==> src/rtl/gpio_bank_pkg.sv <==
package gpio_bank_pkg;
  localparam int PORT_W = 8;
  localparam int PORTS  = 4;
  localparam int PINS   = PORT_W * PORTS;
  localparam int FLD_W  = 2;
  localparam int ADDR_W = 5;
  localparam int BUS_W  = 16;
  localparam int LANES  = BUS_W / PORT_W;

  // word index = addr[4:2]; byte in word = port number
  localparam logic [2:0] W_SEL    = 3'd0;
  localparam logic [2:0] W_DIR    = 3'd2;
  localparam logic [2:0] W_DAT    = 3'd3;
  localparam logic [2:0] W_STS    = 3'd4;
  localparam logic [2:0] W_MSK_LO = 3'd5;
  localparam logic [2:0] W_MSK_HI = 3'd6;

  typedef struct packed {
    logic              en;
    logic [ADDR_W-1:0] addr;
    logic [PORT_W-1:0] data;
  } lane_t;
endpackage

==> src/rtl/gpio_bank_sync.sv <==
module gpio_bank_sync
  import gpio_bank_pkg::*;
#(
  parameter int STAGES = 2
) (
  input  logic                  clk,
  input  logic                  rst_n,
  input  logic [PINS-1:0]       pin_in,
  input  logic [FLD_W*PINS-1:0] mask,
  output logic [PINS-1:0]       level,
  output logic [PINS-1:0]       evt
);
  logic [STAGES-1:0][PINS-1:0] chain;
  logic [PINS-1:0]             level_d;

  always_ff @(posedge clk) begin
    if (!rst_n) begin
      chain   <= '0;
      level_d <= '0;
    end else begin
      chain[0] <= pin_in;
      for (int s = 1; s < STAGES; s++) chain[s] <= chain[s-1];
      level_d <= chain[STAGES-1];
    end
  end

  assign level = chain[STAGES-1];

  for (genvar i = 0; i < PINS; i++) begin : g_edge
    logic rise, fall;
    assign rise   = level[i] & ~level_d[i];
    assign fall   = ~level[i] & level_d[i];
    assign evt[i] = (rise & mask[FLD_W*i+1]) | (fall & mask[FLD_W*i]);
  end
endmodule

==> src/rtl/gpio_bank_status.sv <==
module gpio_bank_status
  import gpio_bank_pkg::*;
(
  input  logic                   clk,
  input  logic                   rst_n,
  input  lane_t [LANES-1:0]      wr_lane,
  input  logic  [PINS-1:0]       evt,
  output logic  [PINS-1:0]       status_q
);
  logic [PINS-1:0] clr;

  always_comb begin
    clr = '0;
    for (int l = 0; l < LANES; l++)
      if (wr_lane[l].en && wr_lane[l].addr[4:2] == W_STS)
        clr[wr_lane[l].addr[1:0]*PORT_W +: PORT_W] = wr_lane[l].data;
  end

  // a fresh edge overrides a simultaneous clear
  always_ff @(posedge clk) begin
    if (!rst_n) status_q <= '0;
    else        status_q <= (status_q & ~clr) | evt;
  end
endmodule

==> src/rtl/gpio_bank_regs.sv <==
module gpio_bank_regs
  import gpio_bank_pkg::*;
(
  input  logic                    clk,
  input  logic                    rst_n,
  input  lane_t [LANES-1:0]       wr_lane,
  input  logic                    rd_req,
  input  logic                    rd_half,
  input  logic  [ADDR_W-1:0]      rd_addr_lo,
  input  logic  [ADDR_W-1:0]      rd_addr_hi,
  input  logic  [PINS-1:0]        level,
  input  logic  [PINS-1:0]        status_q,
  output logic  [PINS-1:0]        sel_q,
  output logic  [PINS-1:0]        dir_q,
  output logic  [PINS-1:0]        dout_q,
  output logic  [FLD_W*PINS-1:0]  mask_q,
  output logic                    rd_valid,
  output logic  [BUS_W-1:0]       rd_data
);
  logic [PINS-1:0] data_view;
  assign data_view = (dout_q & dir_q) | (level & ~dir_q);

  function automatic logic [PORT_W-1:0] peek(input logic [ADDR_W-1:0] a);
    case (a[4:2])
      W_SEL:    return sel_q[a[1:0]*PORT_W +: PORT_W];
      W_DIR:    return dir_q[a[1:0]*PORT_W +: PORT_W];
      W_DAT:    return data_view[a[1:0]*PORT_W +: PORT_W];
      W_STS:    return status_q[a[1:0]*PORT_W +: PORT_W];
      W_MSK_LO: return mask_q[a[1:0]*PORT_W +: PORT_W];
      W_MSK_HI: return mask_q[(a[1:0]+PORTS)*PORT_W +: PORT_W];
      default:  return '0;
    endcase
  endfunction

  always_ff @(posedge clk) begin
    if (!rst_n) begin
      sel_q  <= '0;
      dir_q  <= '0;
      dout_q <= '0;
      mask_q <= '0;
    end else begin
      for (int l = 0; l < LANES; l++) begin
        if (wr_lane[l].en) begin
          case (wr_lane[l].addr[4:2])
            W_SEL:    sel_q[wr_lane[l].addr[1:0]*PORT_W +: PORT_W]  <= wr_lane[l].data;
            W_DIR:    dir_q[wr_lane[l].addr[1:0]*PORT_W +: PORT_W]  <= wr_lane[l].data;
            W_DAT:    dout_q[wr_lane[l].addr[1:0]*PORT_W +: PORT_W] <= wr_lane[l].data;
            W_MSK_LO: mask_q[wr_lane[l].addr[1:0]*PORT_W +: PORT_W] <= wr_lane[l].data;
            W_MSK_HI: mask_q[(wr_lane[l].addr[1:0]+PORTS)*PORT_W +: PORT_W] <= wr_lane[l].data;
            default: ;
          endcase
        end
      end
    end
  end

  always_ff @(posedge clk) begin
    if (!rst_n) begin
      rd_valid <= 1'b0;
      rd_data  <= '0;
    end else if (rd_req) begin
      rd_valid <= 1'b1;
      rd_data  <= {rd_half ? peek(rd_addr_hi) : {PORT_W{1'b0}}, peek(rd_addr_lo)};
    end else begin
      rd_valid <= 1'b0;
      rd_data  <= '0;
    end
  end
endmodule

==> src/rtl/gpio_edge_bank.sv <==
module gpio_edge_bank
  import gpio_bank_pkg::*;
#(
  parameter int SYNC_STAGES = 2
) (
  input  logic              clk,
  input  logic              rst_n,
  input  logic              bus_valid,
  input  logic              bus_write,
  input  logic [ADDR_W-1:0] bus_addr,
  input  logic              bus_half,
  input  logic [BUS_W-1:0]  bus_wdata,
  output logic              rd_valid,
  output logic [BUS_W-1:0]  rd_data,
  input  logic [PINS-1:0]   pin_in,
  output logic [PINS-1:0]   pin_out,
  output logic [PINS-1:0]   pin_oe,
  output logic [PINS-1:0]   pin_sel,
  output logic              irq
);
  lane_t [LANES-1:0]      wr_lane;
  logic  [ADDR_W-1:0]     addr_lo, addr_hi;
  logic  [PINS-1:0]       level, evt, status_q;
  logic  [FLD_W*PINS-1:0] mask_q;

  assign addr_lo = bus_half ? {bus_addr[ADDR_W-1:1], 1'b0} : bus_addr;
  assign addr_hi = {bus_addr[ADDR_W-1:1], 1'b1};

  always_comb begin
    wr_lane[0].en   = bus_valid & bus_write;
    wr_lane[0].addr = addr_lo;
    wr_lane[0].data = bus_wdata[PORT_W-1:0];
    wr_lane[1].en   = bus_valid & bus_write & bus_half;
    wr_lane[1].addr = addr_hi;
    wr_lane[1].data = bus_wdata[BUS_W-1:PORT_W];
  end

  gpio_bank_sync #(.STAGES(SYNC_STAGES)) u_sync (
    .clk(clk), .rst_n(rst_n), .pin_in(pin_in), .mask(mask_q),
    .level(level), .evt(evt)
  );

  gpio_bank_status u_status (
    .clk(clk), .rst_n(rst_n), .wr_lane(wr_lane), .evt(evt), .status_q(status_q)
  );

  gpio_bank_regs u_regs (
    .clk(clk), .rst_n(rst_n), .wr_lane(wr_lane),
    .rd_req(bus_valid & ~bus_write), .rd_half(bus_half),
    .rd_addr_lo(addr_lo), .rd_addr_hi(addr_hi),
    .level(level), .status_q(status_q),
    .sel_q(pin_sel), .dir_q(pin_oe), .dout_q(pin_out), .mask_q(mask_q),
    .rd_valid(rd_valid), .rd_data(rd_data)
  );

  assign irq = |status_q;
endmodule

==> config.mk <==
export PLATFORM = sky130hd
export DESIGN_NAME = gpio_edge_bank
export DESIGN_NICKNAME = d
export VERILOG_FILES = /design/src/rtl/gpio_bank_pkg.sv /design/src/rtl/gpio_bank_sync.sv /design/src/rtl/gpio_bank_status.sv /design/src/rtl/gpio_bank_regs.sv /design/src/rtl/gpio_edge_bank.sv
export SDC_FILE = /design/constraint.sdc
export NUM_CORES = 1
export LEC_CHECK = 0
export BUFFER_PORTS_ARGS = -buffer_cell sky130_fd_sc_hd__buf_2
export CAP_MARGIN = 15
export CORE_MARGIN = 3
export CORE_UTILIZATION = 45
export DETAILED_ROUTE_END_ITERATION = 16
export PLACE_DENSITY = 0.74
export SYNTH_ARGS = -nofsm -noshare
export SYNTH_HDL_FRONTEND = slang
export SYNTH_SLANG_ARGS = --single-unit
==> constraint.sdc <==
create_clock -name clk -period 2.7 [get_ports clk]
set_clock_uncertainty 0.05 [all_clocks]
set_input_delay 0.405 -clock clk [delete_from_list [all_inputs] [get_ports clk]]
set_output_delay 0.405 -clock clk [all_outputs]
set_load 0.01 [all_outputs]
* After elaboration in Yosys (flattened, before gate mapping)
Index checks and enable logic that the tools add are counted.
** Cells by class
- Add/sub/neg operators :: 6
- Equal/unequal tests :: 10
- Shift operators :: 24
- Mux-type cells :: 37
- Bitwise operators :: 236
- Reductions and logical operators :: 7
** Operator list (count)
- 32-bit two-way mux :: 17
- 64-bit bitwise mux :: 4
- 64-bit one-hot mux with 2 select lines :: 2
- 8-bit by 34-bit variable shift with 64-bit output, first input constant :: 4
- 32-bit by 6-bit variable part select with 8-bit output :: 8
- 8-bit by 34-bit variable part select with 64-bit output :: 4
- 32-bit bitwise mux :: 7
- 64-bit two-way mux :: 3
- 1-bit bitwise AND :: 131
- 32-bit bitwise AND :: 4
- 64-bit by 33-bit variable part select with 8-bit output :: 2
- 64-bit by 6-bit variable part select with 8-bit output :: 2
- 8-bit one-hot mux with 6 select lines :: 2
- 32-bit negator with 34-bit output :: 2
- 5-bit negator with 34-bit output :: 2
- 8-bit by 34-bit variable shift with 32-bit output, first input constant :: 2
- 8-bit by 34-bit variable part select with 32-bit output :: 2
- 1-bit inverter :: 65
- 32-bit inverter :: 2
- 32-bit OR :: 2
- 1-bit OR :: 32
- 32-bit OR reduction :: 1
- 3-bit equality test, second input constant :: 6
- 3-bit by 2-bit equality test with 1-bit output, second input constant :: 4
- 6 further kinds :: 10
** Word-level totals
- Register bits :: 305
- Input port bits :: 58
- Output and inout bits :: 114
- Logic and storage cells :: 331

* Logic depth before layout (Yosys ltp)
- Depth after elaboration :: 11
- Mapped depth :: 13
- Gate-level depth less buffers :: 8

* Cells and area by module
From an unflattened synthesis, not the netlist that was laid out.
** Unflattened totals
- Cell total of the unflattened synthesis :: 2592
- Area total of the unflattened synthesis :: 19820.3 sq um
** Modules (own cells, without submodules)
- gpio_bank_regs :: times used 1, cells an instance 2045, area an instance 14485.1 sq um, sequential area each 3543.4 sq um
- gpio_bank_sync :: times used 1, cells an instance 330, area an instance 3364.5 sq um, sequential area each 1921.8 sq um
- gpio_bank_status :: times used 1, cells an instance 201, area an instance 1866.8 sq um, sequential area each 640.6 sq um
- gpio_edge_bank :: times used 1, cells an instance 16, area an instance 103.8 sq um, sequential area each 0.0 sq um

* Worst setup path after synthesis
No wires, ideal clock.
- Kind :: input -> register
- Start point :: input bus_half
- End point :: register u_status.status_q[31]
- Library setup time :: 115 ps
- Data arrival time :: 2422 ps
- Required time :: 2535 ps
- Path slack :: 113 ps
- Stages :: 11
- Path buffers :: 4
- Path through :: nand2b_1 > buf_4 > inv_2 > buf_2 > buf_2 > ha_1 > and3_1 > buf_2 > nand2_1 > o221a_2 > o21a_1
** On the way
- Cells in the longest elaborated chain, start to end :: 10
- Elaborated cells between the ends (all ways) :: 13
- Those cells by class :: 1 x add/sub; 2 x shift; 4 x mux; 5 x bitwise; 1 x reduce/logical
** RTL lines
- start: declaration :: line gpio_edge_bank.sv:11 : input logic bus_half,
- 1-bit two-way mux :: line gpio_edge_bank.sv:26 : assign addr_lo = bus_half ? {bus_addr[ADDR_W-1:1], 1'b0} : bus_addr;
- 5-bit negator with 34-bit output :: line gpio_bank_status.sv:16 : clr[wr_lane[l].addr[1:0]*PORT_W +: PORT_W] = wr_lane[l].data;
- 8-bit by 34-bit variable part select with 32-bit output or 8-bit by 34-bit variable shift with 32-bit output (tied branches) :: line gpio_bank_status.sv:16
- 32-bit bitwise AND (no line)
- 32-bit two-way mux :: line gpio_bank_status.sv:15 : if (wr_lane[l].en && wr_lane[l].addr[4:2] == W_STS)
- 32-bit bitwise mux :: line gpio_bank_status.sv:16
- 32-bit two-way mux * :: line gpio_bank_status.sv:15
- 32-bit inverter * :: line gpio_bank_status.sv:22 : else status_q <= (status_q & ~clr) | evt;
- 32-bit bitwise AND * :: line gpio_bank_status.sv:22
- 32-bit OR * :: line gpio_bank_status.sv:22
- end signal: assignment :: line gpio_bank_status.sv:22
- end: declaration :: line gpio_bank_status.sv:8 : output logic [PINS-1:0] status_q
Every way passes the cells marked *; elsewhere a longest branch is shown, timed or not.
A chain may end at the register's enable or synchronous reset.

* Worst setup path in the final report
- Start point :: register u_status.status_q[5]
- End point :: output irq
** On the way
- Cells in the longest elaborated chain, start to end :: 1
** RTL lines
- 32-bit OR reduction :: line gpio_edge_bank.sv:56 : assign irq = |status_q;
- end: declaration :: line gpio_edge_bank.sv:19 : output logic irq
Every way passes these cells.

==> impl_metrics.prom <==
# TYPE chip_impl_metric gauge
chip_impl_metric{name="cts_resized",unit=""} 0
chip_impl_metric{name="design.final.nets",unit=""} 1995
chip_impl_metric{name="synth_area_per_cell",unit="um^2"} 8.32
chip_impl_info{name="r2r-end",value="u_regs.rd_data[6]$_SDFF_PN0_"} 1
chip_impl_metric{name="post-dp-hpwl",unit="mm"} 42.7
chip_impl_metric{name="synth-simple-area-share",unit=""} 0.229
chip_impl_metric{name="rows",unit=""} 65
chip_impl_metric{name="ys_warn_count",unit=""} 0
chip_impl_metric{name="fp.dieH",unit="um"} 187
chip_impl_metric{name="synth_adder_area_share",unit=""} 0.00509
chip_impl_metric{name="timing.fmax",unit="GHz"} 0.417
chip_impl_info{name="cts_tree",value="built"} 1
chip_impl_metric{name="holdPathStages",unit=""} 2
chip_impl_metric{name="ios",unit=""} 172
chip_impl_metric{name="async_flop_share",unit=""} 0
chip_impl_metric{name="reg2regPathDepth",unit=""} 5
chip_impl_metric{name="netlist_area",unit="um^2"} 14800
chip_impl_info{name="outcome",value="finished, final reports clean"} 1
chip_impl_metric{name="drt_drc_violations_left",unit=""} 0
chip_impl_metric{name="dr.first_iter.drc_count",unit=""} 2386
chip_impl_metric{name="critical_path_arrival",unit="ns"} 1.95
chip_impl_metric{name="antenna_violating_nets_post_route",unit=""} 0
chip_impl_metric{name="peakVddDrop",unit="uV"} 507
chip_impl_metric{name="synth_compound_gate_area_share",unit=""} 0.268
chip_impl_metric{name="detail_route.wirelength",unit="mm"} 59.8
chip_impl_info{name="commonest_cells_after_routing_fill_and_taps_aside",value="dfxtp_1 (305), nand2_1 (248), buf_2 (169)"} 1
chip_impl_metric{name="numCtsBuffers",unit=""} 34
chip_impl_metric{name="slew_headroom",unit=""} 0.181
chip_impl_metric{name="drt-vias-per-instance",unit=""} 6.42
chip_impl_metric{name="ys_seq_elements",unit=""} 305
chip_impl_info{name="synthFlopType",value="dfxtp_1"} 1
chip_impl_metric{name="place.port_buffers",unit=""} 171
chip_impl_metric{name="r2r_slack",unit="ns"} 0.70
chip_impl_info{name="layout.cells.most_common",value="dfxtp_1"} 1
chip_impl_metric{name="n_antenna_cell",unit=""} 0
chip_impl_info{name="clock_tree.root_cell",value="clkbuf_16"} 1
chip_impl_metric{name="total_leakage_power",unit="nW"} 6.95
chip_impl_metric{name="first_pass_grt_wire_length",unit="mm"} 88.5
chip_impl_metric{name="cts.clk_slew.worst_paths",unit="ns"} 0.06
chip_impl_metric{name="yosysSeqAreaShare",unit=""} 0.414
chip_impl_metric{name="antenna_found_initial",unit=""} 2
chip_impl_metric{name="clock_tree.htree_level_count",unit=""} 2
chip_impl_metric{name="detail_route.first_pass.iterations",unit=""} 6
chip_impl_metric{name="insertion_delay",unit="ns"} 0.52
chip_impl_info{name="cp-start-kind",value="flip-flop"} 1
chip_impl_metric{name="final_period_minus_worst_setup_slack",unit="ns"} 2.40
chip_impl_info{name="worstSetupEndpointType",value="output pin"} 1
chip_impl_metric{name="die_footprint",unit="um^2"} 35000
chip_impl_metric{name="crit_required",unit="ns"} 2.25
chip_impl_metric{name="post_cts.repair.setup_buffers",unit=""} 0
chip_impl_metric{name="grt_start_max_net_pins",unit=""} 298
chip_impl_metric{name="cap_viol_max_count",unit=""} 0
chip_impl_metric{name="final.period_utilization",unit=""} 0.889
chip_impl_metric{name="edff_count_synth",unit=""} 0
chip_impl_metric{name="fillerInstances",unit=""} 2980
chip_impl_metric{name="power.density_cell_area",unit="nW/um^2"} 593
chip_impl_metric{name="postSynthNetCount",unit=""} 1838
chip_impl_info{name="main_combinational_cell_family_by_area_after_synthesis",value="compound AO/OA/AOI/OAI gates"} 1
chip_impl_info{name="hp-start",value="pin_in[19]"} 1
chip_impl_metric{name="synth-xor-area-share",unit=""} 0
chip_impl_info{name="rsz_0062_raised_after_global_routing",value="false"} 1
chip_impl_metric{name="finalPower",unit="mW"} 10.3
chip_impl_metric{name="floorplan.initialDensity",unit=""} 0.462
chip_impl_metric{name="ctsHoldBuffers",unit=""} 0
chip_impl_metric{name="hold_violations",unit=""} 0
chip_impl_metric{name="worstMarginPinSlew",unit="ns"} 1.23
chip_impl_info{name="worstSetupPathType",value="flip-flop to output pin"} 1
chip_impl_metric{name="final_layout_size_suffix_gt1_frac",unit=""} 0.173
chip_impl_metric{name="core-area",unit="um^2"} 32000
chip_impl_metric{name="dieWidth",unit="um"} 187
chip_impl_metric{name="ys_types",unit=""} 77
chip_impl_metric{name="grt-ovfl-total",unit=""} 0
chip_impl_metric{name="setup-violations-final",unit=""} 0
chip_impl_metric{name="grt_pass1_vias",unit=""} 14100
chip_impl_metric{name="synthMuxAreaShare",unit=""} 0.0332
chip_impl_metric{name="route.detailed.wl_per_inst",unit="um"} 25.0
chip_impl_metric{name="routabilityCongestion",unit=""} 1.07
chip_impl_info{name="regToRegStartpoint",value="u_regs.dir_q[14]$_SDFF_PN0_"} 1
chip_impl_metric{name="cts_num_sinks",unit=""} 305
chip_impl_metric{name="areaGrowthSynthToFinish",unit="%"} 17.8
chip_impl_metric{name="dr_total_vias",unit=""} 15300
chip_impl_metric{name="total_routing_usage_gr",unit=""} 0.325
chip_impl_info{name="worst_hold_path_type",value="input pin to flip-flop"} 1
chip_impl_info{name="hold_end",value="u_sync.chain[19]$_SDFF_PN0_"} 1
chip_impl_metric{name="totalNegativeSetupSlack",unit="ns"} 0
chip_impl_metric{name="synthCells",unit=""} 1774
chip_impl_metric{name="cp_max_fo",unit=""} 3
chip_impl_metric{name="maximum_clock_path_buffer_count",unit=""} 3
chip_impl_metric{name="timing.final.max_slew_violations",unit=""} 0
## worst max-delay path by stage
stage / from / to / slack, ns / cells after the start
2_1_floorplan: bus_half / u_status.status_q[31]$_SDFF_PN0_ / 0.11 / 11
5_1_grt: u_status.status_q[5]$_SDFF_PN0_ / irq / 0.31 / 4
6_report: u_status.status_q[5]$_SDFF_PN0_ / irq / 0.30 / 4
3_3_place_gp: bus_addr[3] / u_regs.rd_data[7]$_SDFF_PN0_ / 0.13 / 7
3_5_place_dp: bus_half / u_regs.mask_q[32]$_SDFF_PN0_ / 0.13 / 9
4_1_cts: u_status.status_q[5]$_SDFF_PN0_ / irq / 0.33 / 4
## final cells by class
cell class,count,area (um^2),area share
Inverter,34,128,0.00735
Clock inverter,9,85.1,0.00490
Sequential cell,305,6110,0.351
Timing Repair Buffer,258,1570,0.0902
Clock buffer,51,1050,0.0603
Tap cell,435,544,0.0313
Multi-Input combinational cell,1298,7900,0.454
## cell usage after synthesis (5+ instances only)
master / count / area, um^2
inv_1: 32 / 120
nor4_1: 8 / 50.1
a21boi_1: 22 / 165
o211ai_1: 42 / 315
buf_4: 8 / 60.1
o32a_1: 9 / 90.1
clkbuf_1: 83 / 312
buf_6: 5 / 56.3
mux2i_1: 40 / 400
nand2b_1: 15 / 93.8
mux2_2: 8 / 90.1
a2bb2oi_1: 8 / 70.1
nor2_1: 82 / 308
a21oi_1: 88 / 440
a21boi_0: 31 / 233
and3_1: 12 / 75.1
a311oi_1: 7 / 61.3
o22a_1: 8 / 70.1
buf_2: 39 / 195
nor3_1: 18 / 90.1
nand4_1: 11 / 68.8
dfxtp_1: 305 / 6110
o221ai_1: 15 / 131
nor2b_1: 30 / 188
o21a_1: 20 / 150
o21ai_1: 10 / 50.1
nand3_1: 60 / 300
and3b_1: 6 / 52.6
a22oi_1: 32 / 240
and2_1: 138 / 863
ha_1: 6 / 75.1
a31oi_1: 26 / 163
o211a_1: 32 / 320
nand3b_1: 17 / 128
nand2_1: 248 / 931
a32o_1: 16 / 160
o21ai_0: 130 / 651
o22ai_1: 35 / 219
## metrics by stage
| step | instance area (um^2) | hold WS, ns | util | cells | setup slack, ns |
|---|---|---|---|---|---|
| floorplan | 14800 | 0.362 | - | 1774 | 0.113 |
| global placement | 16200 | 0.364 | 0.508 | 2330 | 0.131 |
| detailed placement | 16200 | 0.369 | 0.508 | 2330 | 0.129 |
| CTS | 17400 | 0.0373 | 0.544 | 2390 | 0.330 |
| global route | 17400 | 0.0447 | 0.544 | 2390 | 0.310 |
| finish | 17400 | 0.0443 | 0.544 | 2390 | 0.299 |
## power by group
| group | leakage, nW | switching (mW) | total [mW] | internal [mW] |
|---|---|---|---|---|
| sequential | 2.47 | 0.0726 | 4.65 | 4.58 |
| clock | 0.550 | 1.91 | 4.70 | 2.79 |
| combinational | 3.93 | 0.632 | 0.948 | 0.316 |
## kinds of logic after synthesis
logic type | Yosys count
AO/OA/AOI/OAI | 576
multiplexers | 48
flip-flops | 305
buffers and inverters | 171
AND/OR/NAND/NOR | 668
adder cells (fa/ha/maj) | 6
## layer usage
| layer | global-route usage | share of wire | vias up |
|---|---|---|---|
| met5 | 0 | 0.00035 | - |
| met1 | 0.438 | 0.39 | 7224 |
| li1 | - | - | 6705 |
| met2 | 0.487 | 0.42 | 1158 |
| met4 | 0.185 | 0.066 | 4 |
| met3 | 0.0648 | 0.12 | 246 |
## critical path, stage by stage, from the launching register on
cell,delay (ns)
dfxtp_1,0.37
nor4_1,0.43
nand4_1,0.14
or2_2,0.35
buf_2,0.15
Power figures use the tool's default switching activity.
